--- config.mk ---
export PLATFORM = sky130hd
export DESIGN_NAME = addr_remap_decoder
export DESIGN_NICKNAME = d
export VERILOG_FILES = /design/src/rtl/amr_pkg.sv /design/src/rtl/amr_stolen_chain.sv /design/src/rtl/amr_window.sv /design/src/rtl/amr_classify.sv /design/src/rtl/addr_remap_decoder.sv
export SDC_FILE = /design/constraint.sdc
export NUM_CORES = 1
export LEC_CHECK = 0
export BUFFER_PORTS_ARGS = -buffer_cell sky130_fd_sc_hd__buf_2
export CORE_MARGIN = 8
export CORE_UTILIZATION = 54
export CTS_CLUSTER_DIAMETER = 100
export DETAILED_ROUTE_END_ITERATION = 8
export PLACE_DENSITY = 0.85
export SLEW_MARGIN = 20
export SYNTH_ARGS = -nofsm -noshare
export SYNTH_HDL_FRONTEND = slang
export SYNTH_SLANG_ARGS = --single-unit
--- constraint.sdc ---
create_clock -name clk -period 0.8 [get_ports clk]
set_input_delay 0 -clock clk [delete_from_list [all_inputs] [get_ports clk]]
set_output_delay 0 -clock clk [all_outputs]
set_load 0.005 [all_outputs]
--- src/rtl/amr_pkg.sv ---
package amr_pkg;

  typedef enum logic [2:0] {
    TGT_DRAM = 3'd0,
    TGT_GFX  = 3'd1,
    TGT_GTT  = 3'd2,
    TGT_SMM  = 3'd3,
    TGT_DS   = 3'd4,
    TGT_MMIO = 3'd5
  } tgt_e;

  // number of stolen regions stacked below the low ceiling
  localparam int NSTOLEN = 3;

endpackage

--- src/rtl/amr_stolen_chain.sv ---
// Computes lower bounds of stolen regions, each directly beneath the previous
module amr_stolen_chain #(
  parameter int FW = 19,
  parameter int N  = 3
) (
  input  logic [FW-1:0]         ceil_mb,
  input  logic [N-1:0][FW-1:0]  size_mb,
  output logic [N-1:0][FW-1:0]  low_mb
);

  for (genvar k = 0; k < N; k++) begin : g_chain
    if (k == 0) begin : g_first
      assign low_mb[k] = ceil_mb - size_mb[k];
    end else begin : g_next
      assign low_mb[k] = low_mb[k-1] - size_mb[k];
    end
  end

endmodule

--- src/rtl/amr_window.sv ---
// Inclusive megabyte-granular remap window with translation
module amr_window #(
  parameter int AW = 39,
  parameter int GW = 20
) (
  input  logic [AW-1:0]    addr,
  input  logic [AW-GW-1:0] base_mb,
  input  logic [AW-GW-1:0] limit_mb,
  input  logic [AW-GW-1:0] ceil_mb,
  output logic             hit,
  output logic [AW-1:0]    xlat_addr
);

  localparam int FW = AW - GW;

  logic [FW-1:0] mb;
  logic          enabled;
  logic [FW-1:0] dst_mb;

  always_comb begin
    mb        = addr[AW-1:GW];
    enabled   = (base_mb <= limit_mb);
    hit       = enabled && (mb >= base_mb) && (mb <= limit_mb);
    dst_mb    = mb - base_mb + ceil_mb;
    xlat_addr = {dst_mb, addr[GW-1:0]};
  end

endmodule

--- src/rtl/amr_classify.sv ---
// Priority classification of one megabyte number
module amr_classify
  import amr_pkg::*;
#(
  parameter int FW        = 19,
  parameter int GW        = 20,
  parameter int N         = 3,
  parameter int RV_LO_MB  = 4094,
  parameter int INT_LO_MB = 4076,
  parameter int INT_HI_MB = 4078
) (
  input  logic [FW-1:0]        mb,
  input  logic [FW-1:0]        ceil_mb,
  input  logic [FW-1:0]        top_mb,
  input  logic [N-1:0][FW-1:0] low_mb,
  input  logic                 win_hit,
  output tgt_e                 tgt,
  output logic                 eff_hit
);

  localparam logic [FW-1:0] FOUR_G = FW'(1 << (32 - GW));
  localparam logic [FW-1:0] RV_LO  = FW'(RV_LO_MB);
  localparam logic [FW-1:0] INT_LO = FW'(INT_LO_MB);
  localparam logic [FW-1:0] INT_HI = FW'(INT_HI_MB);

  logic below_4g;
  logic in_rv;
  logic in_int;

  always_comb begin
    below_4g = (mb < FOUR_G);
    in_rv    = below_4g && (mb >= RV_LO);
    in_int   = (mb >= INT_LO) && (mb <= INT_HI);
    eff_hit  = 1'b0;
    tgt      = TGT_DRAM;
    if (in_rv) begin
      tgt = TGT_DS;
    end else if (win_hit) begin
      tgt     = TGT_DRAM;
      eff_hit = 1'b1;
    end else if (below_4g) begin
      if (in_int)                 tgt = TGT_MMIO;
      else if (mb >= ceil_mb)     tgt = TGT_DS;
      else if (mb >= low_mb[0])   tgt = TGT_GFX;
      else if (mb >= low_mb[1])   tgt = TGT_GTT;
      else if (mb >= low_mb[2])   tgt = TGT_SMM;
      else                        tgt = TGT_DRAM;
    end else begin
      tgt = (mb < top_mb) ? TGT_DRAM : TGT_DS;
    end
  end

endmodule

--- src/rtl/addr_remap_decoder.sv ---
module addr_remap_decoder
  import amr_pkg::*;
#(
  parameter int ADDR_W    = 39,
  parameter int GRAN_W    = 20,
  parameter int RV_LO_MB  = 4094,
  parameter int INT_LO_MB = 4076,
  parameter int INT_HI_MB = 4078
) (
  input  logic                     clk,
  input  logic                     rst_n,
  input  logic                     in_valid,
  input  logic [ADDR_W-1:0]        in_addr,
  input  logic [ADDR_W-GRAN_W-1:0] cfg_low_ceil,
  input  logic [ADDR_W-GRAN_W-1:0] cfg_top_mem,
  input  logic [ADDR_W-GRAN_W-1:0] cfg_remap_base,
  input  logic [ADDR_W-GRAN_W-1:0] cfg_remap_limit,
  input  logic [ADDR_W-GRAN_W-1:0] cfg_gfx_size,
  input  logic [ADDR_W-GRAN_W-1:0] cfg_gtt_size,
  input  logic [ADDR_W-GRAN_W-1:0] cfg_smm_size,
  output logic                     out_valid,
  output logic [2:0]               out_target,
  output logic [ADDR_W-1:0]        out_addr,
  output logic                     out_remap_hit
);

  localparam int FW = ADDR_W - GRAN_W;

  logic [NSTOLEN-1:0][FW-1:0] sizes;
  logic [NSTOLEN-1:0][FW-1:0] lows;
  logic                       win_hit;
  logic [ADDR_W-1:0]          xlat;
  tgt_e                       tgt;
  logic                       eff_hit;

  // next-state values
  logic                       valid_d;
  logic [2:0]                 target_d;
  logic [ADDR_W-1:0]          addr_d;
  logic                       hit_d;
  logic                       data_en;

  assign sizes[0] = cfg_gfx_size;
  assign sizes[1] = cfg_gtt_size;
  assign sizes[2] = cfg_smm_size;

  amr_stolen_chain #(.FW(FW), .N(NSTOLEN)) u_chain (
    .ceil_mb (cfg_low_ceil),
    .size_mb (sizes),
    .low_mb  (lows)
  );

  amr_window #(.AW(ADDR_W), .GW(GRAN_W)) u_window (
    .addr      (in_addr),
    .base_mb   (cfg_remap_base),
    .limit_mb  (cfg_remap_limit),
    .ceil_mb   (cfg_low_ceil),
    .hit       (win_hit),
    .xlat_addr (xlat)
  );

  amr_classify #(
    .FW(FW), .GW(GRAN_W), .N(NSTOLEN),
    .RV_LO_MB(RV_LO_MB), .INT_LO_MB(INT_LO_MB), .INT_HI_MB(INT_HI_MB)
  ) u_class (
    .mb      (in_addr[ADDR_W-1:GRAN_W]),
    .ceil_mb (cfg_low_ceil),
    .top_mb  (cfg_top_mem),
    .low_mb  (lows),
    .win_hit (win_hit),
    .tgt     (tgt),
    .eff_hit (eff_hit)
  );

  always_comb begin
    valid_d  = in_valid;
    data_en  = in_valid;
    target_d = tgt;
    hit_d    = eff_hit;
    addr_d   = eff_hit ? xlat : in_addr;
  end

  always_ff @(posedge clk or negedge rst_n) begin
    if (!rst_n) begin
      out_valid <= 1'b0;
    end else begin
      out_valid <= valid_d;
    end
  end

  always_ff @(posedge clk) begin
    if (data_en) begin
      out_target    <= target_d;
      out_addr      <= addr_d;
      out_remap_hit <= hit_d;
    end
  end

endmodule

Word-level counts from Yosys, hierarchy flattened:

Index checks and enable logic that the tools add are counted.

* order comparisons: 12
* reduce and logical (&&, ||, !) cells: 5
* multiplexer cells: 11
* add/sub/neg operators: 5

Operators with widths (count)
* $ge A19 B19 Y1: 5
* $sub A19 B19 Y19: 4
* $mux W39: 1
* $ge A19 B12 Y1 const B: 2
* $le A19 B19 Y1: 2
* $mux W3: 7
* $add A19 B19 Y19: 1
* $le A19 B12 Y1 const B: 1
* $lt A19 B13 Y1 const B: 1
* $lt A19 B19 Y1: 1
* $logic_and A1 B1 Y1: 4
* $mux W1: 2
* $mux W2: 1
* $reduce_or A2 Y1: 1

* register bits after elaboration: 44
* word-level logic and storage cells: 38
* input bits: 175

Depth between registers and ports, before layout:

* depth after elaboration: 11
* mapped depth: 33

By module:

A second synthesis with hierarchy kept.

* cell total of the unflattened synthesis: 1196
* area, all modules: 9855.7 µm²

By module, submodules not included
* amr_window: cells each 396, instances 1, area an instance 2976.6 µm²
* amr_stolen_chain: cells each 377, instances 1, area an instance 2612.5 µm²
* amr_classify: cells each 336, instances 1, area an instance 2432.3 µm²
* addr_remap_decoder: cells each 87, instances 1, area an instance 1834.3 µm²

Least setup slack after synthesis:

Ideal clock, no wire load.

* kind: input -> register
* start point: input port cfg_gfx_size[1]
* end point: register out_target[1], data pin
* buffers on the path: 0
* required time: 539 ps
* setup slack: -4780 ps
* stages on the path: 32
* library setup time: 261 ps
* data arrival time: 5319 ps
* cell sequence: inv_1 ha_1 nor2b_1 o21ai_0 a21boi_0 o21ai_0 nand2_1 nand2_1 nand2b_1 a21o_2 xor2_1 ha_1 and4_1 o21ai_0 nand3_1 a21oi_1 xnor2_1 ha_1 and2_1 a221oi_2 o32a_2 a21oi_1 a221o_1 or4_1 nand3_1 xnor2_1 ha_1 nor2b_1 nor4_1 a21oi_1 nor2_1 nor4b_1

* cells in the longest elaborated chain, start to end: 10
* elaborated cells on any way between the ends: 12

RTL lines
* start, declared: RTL line addr_remap_decoder.sv:18 `input logic [ADDR_W-GRAN_W-1:0] cfg_gfx_size,`
* $sub A19 B19 Y19 (*): RTL line amr_stolen_chain.sv:13 `assign low_mb[k] = ceil_mb - size_mb[k];`
* $sub A19 B19 Y19 (2 in a row): RTL line amr_stolen_chain.sv:15 `assign low_mb[k] = low_mb[k-1] - size_mb[k];`
* $ge A19 B19 Y1: RTL line amr_classify.sv:46 `else if (mb >= low_mb[2]) tgt = TGT_SMM;`
* $mux W2: RTL line amr_classify.sv:46
* $mux W3: RTL line amr_classify.sv:45 `else if (mb >= low_mb[1]) tgt = TGT_GTT;`
* $mux W3 (*): RTL line amr_classify.sv:44 `else if (mb >= low_mb[0]) tgt = TGT_GFX;`
* $mux W3 (*): RTL line amr_classify.sv:43 `else if (mb >= ceil_mb) tgt = TGT_DS;`
* $mux W3 (*): RTL line amr_classify.sv:42 `if (in_int) tgt = TGT_MMIO;`
* $mux W3 (*): RTL line amr_classify.sv:41 `end else if (below_4g) begin`
* end signal, assigned: RTL line addr_remap_decoder.sv:93 `out_target <= target_d;`
* end, declared: RTL line addr_remap_decoder.sv:22 `output logic [2:0] out_target,`

Every way passes the cells marked *; elsewhere a longest branch is shown, timed or not.
A chain may end at the register's enable or synchronous reset.

Final worst setup path:

Same ends and word-level chain as after synthesis.

==> run metrics <==
Post-Syn Area=0.00938 mm^2; ratio of cells with drive above 1 in the final layout=between 40 and 50%; Syn Area/Cell=8.35 um^2; core area=0.0171 mm^2; violated checks=setup timing; Top Ports=219; CTS buffer count=5; Clk network pwr share=between 8 and 9%; Crit path top cell by count=buf_4; CP required=910 ps; synth warn=0; global-route wire length before repair=65.5 mm; Clock transition at path regs=70 ps; # DRC=0; NetSw=13100 uW; Max Freq=between 150 and 200 MHz; post-synthesis adder-cell area fraction=between 30% and 40%; Fillers=~860; Port Buffers=218; Hold Path Class=in -> async; peak fanout along the critical path=4; Clock Tree Buf Depth=2; overflow left after global routing=0; top cells by count, synth=224 x ha_1, 223 x inv_1, 74 x a21o_1; syn nets=1543; Tmin final=5980 ps; htree depth=2; worst stage delay on the critical path=530 ps; initial core utilization=54.8%; sequential element share of the synthesized area=14.0%; Vias=about 12k; status=finished, violations left; Cells after DPL=1836; Hold Vio Cnt, Final=0; Crit-path slowest cell=nor4_4; relative slew slack=a little under 40%; Crit. End Element=flop; Placer Congestion=0.923; Post-Route WL=45.1 mm; Routed Antenna Nets=0; Post-synth EDFFs=43; DR iter-0 viols=1416; Main synth FF type=edfxtp_1; multiplexer share of the synthesized area=2.33%; most frequent cell after synthesis=ha_1; num rows=48; worst slew pin tran=896 ps; Mapped Cells=1123; routed len/inst=around 24 um; LEAKAGE=0.00801 uW; Synth top area share=roughly 30%; clock root buffer=clkbuf_16; internal power=between 15000 and 20000 uW; hold_ws=around 28 ps; largest net degree at the start of global routing=36; First-pass DRT Iterations=8; Die X=between 100 and 150 um; Final Non-Filler Cells=approximately 1.9k; CTS tree=yes; arrival time worst endpoint=6090 ps; crit path kind=in -> reg; count of cell types in the netlist=66; xor-xnor portion of the synthesized cell area=5.88%; flops & latches, synth=44; Flop pwr share=9.8%; Synth area leaders=ha_1 30%, edfxtp_1 14%, inv_1 8.9%, a21o_1 5.9%, fa_1 4.5%; HPWL after DPL=around 28 mm; sw frac=44.7%; Clock Sinks=44; crit share post-route=748%; compound-cell area share of the yosys netlist=20.6%; final net count=2107; die area=0.0218 mm^2; min setup slack post-route=-5180 ps; Area Overhead vs Synth=53.9%; Die H=148 um; Gate power share=82.1%; CP startpoint kind=input pin; gr usage total=38.4%; power density over the cells=a little over 2000 mW/mm^2; Final Power=29400 uW; number of global-route vias before repair=12.7k; max-slew violations=0; vias per cell=6.23; Async SR Flop Fraction=roughly 2.3%; Yosys top cell by area=ha_1; largest family of logic cells by synthesized area=adder cells; VDD IR max=1.82 mV; max_cap viols=0; final setup vio count=between 40 and 50; RSZ-0062 raised after global routing=true; Post-Synth Simple-Gate Area=13.7%; number of antenna violations at the first check in global routing=3
## sequential cells by signal (all words and copies together) (netlist names)
name / count
out_target: 3
out_valid: 1
out_remap_hit: 1
out_addr: 39
## cell type report
| type | count | area (um^2) | share of cell area, % |
|---|---|---|---|
| flip-flops and latches | 44 | 1320 | 9.11 |
| clock buffers | 6 | 129 | 0.892 |
| inverters | 223 | 860 | 5.95 |
| repair buffers | 562 | 3880 | 26.9 |
| multi-input cells | 851 | 7940 | 55.0 |
| diodes | 2 | 5.00 | 0.0347 |
| well taps | 225 | 282 | 1.95 |
| clock inverters | 2 | 35.0 | 0.243 |
## cell usage in the layout, fill, tap and decap left out, types with 18 or more instances in the layout
cell / Yosys / layout
buf_4: 1 / 304
inv_1: 223 / 213
buf_2: 2 / 213
ha_1: 224 / 208
a21o_1: 74 / 73
a21oi_1: 73 / 53
nor2_1: 48 / 46
edfxtp_1: 43 / 43
o21ai_0: 56 / 40
xor2_1: 35 / 29
nand2b_1: 26 / 25
nor3_1: 22 / 21
xnor2_1: 28 / 21
dlygate4sd3_1: 0 / 21
nand2_1: 23 / 20
nand4_1: 20 / 20
fa_1: 21 / 19
nor2b_1: 21 / 18
## critical path, delay by kind of cell
family	cells	cell delay [ps]
adders and majority gates	4	1120
buffers and inverters	5	600
AOI/OAI and AO/OA	7	1420
xor gates and xnor gates	3	390
and+or+nand+nor	13	2530
## timing repair
action,in CTS,in global routing
buffers inserted,61,15
hold endpoints to repair,21,0
resized for setup,79,64
pin swaps,63,58
gates cloned,1,0
hold buffers,21,0
endpoints found under the setup margin,33,59
## power by group through the flow
stage | clock [uW] | sequential [uW] | combinational, uW
final | 2400 | 2870 | 24100
after global routing | 2450 | 2890 | 25800
after CTS | 2340 | 2860 | 21000
after detailed placement | 0 | 2900 | 19200
after global placement | 0 | 2890 | 18300
after floorplan | 0 | 2940 | 11700
## metal layers
metal | wire length (um) | global-route usage [%] | part of all wire [%]
met1 | 15000 | 39.5 | 33
met2 | 19800 | 61.2 | 44
met3 | 5630 | 14.3 | 12
met4 | 4660 | 32.5 | 10
met5 | 13 | 2.14 | 0.029
## cell families (layout without fill, tap and decap cells)
group	after synthesis	count (layout)
compound gates	289	289
xor+xnor	63	63
fa+ha+maj	245	245
simple gates	233	233
mux	21	21
flops	44	44
other cells	0	2
buf+inv	228	793
## how the worst max path moves through the flow
| stage | startpoint | endpoint |
|---|---|---|
| 2_1_floorplan | cfg_low_ceil[1] | out_target[0] |
| 5_1_grt | cfg_gfx_size[1] | out_target[1] |
| 3_3_place_gp | cfg_gfx_size[1] | out_target[1] |
| 3_5_place_dp | cfg_gfx_size[1] | out_target[1] |
| 6_report | cfg_gfx_size[1] | out_target[1] |
| 4_1_cts | cfg_low_ceil[0] | out_target[1] |
## through the flow
step	setup WS [ps]	area, um^2	util (%)	setup TNS (ps)
final	-5180	14400	84.4	-51420
after global placement	-4960	13000	76.2	-50540
after floorplan	-4470	9630	-	-38400
after global routing	-5280	14400	84.4	-53620
after detailed placement	-5080	13000	76.2	-52350
after CTS	-4480	14200	83.2	-87170
(Power assumes the default switching activity.)
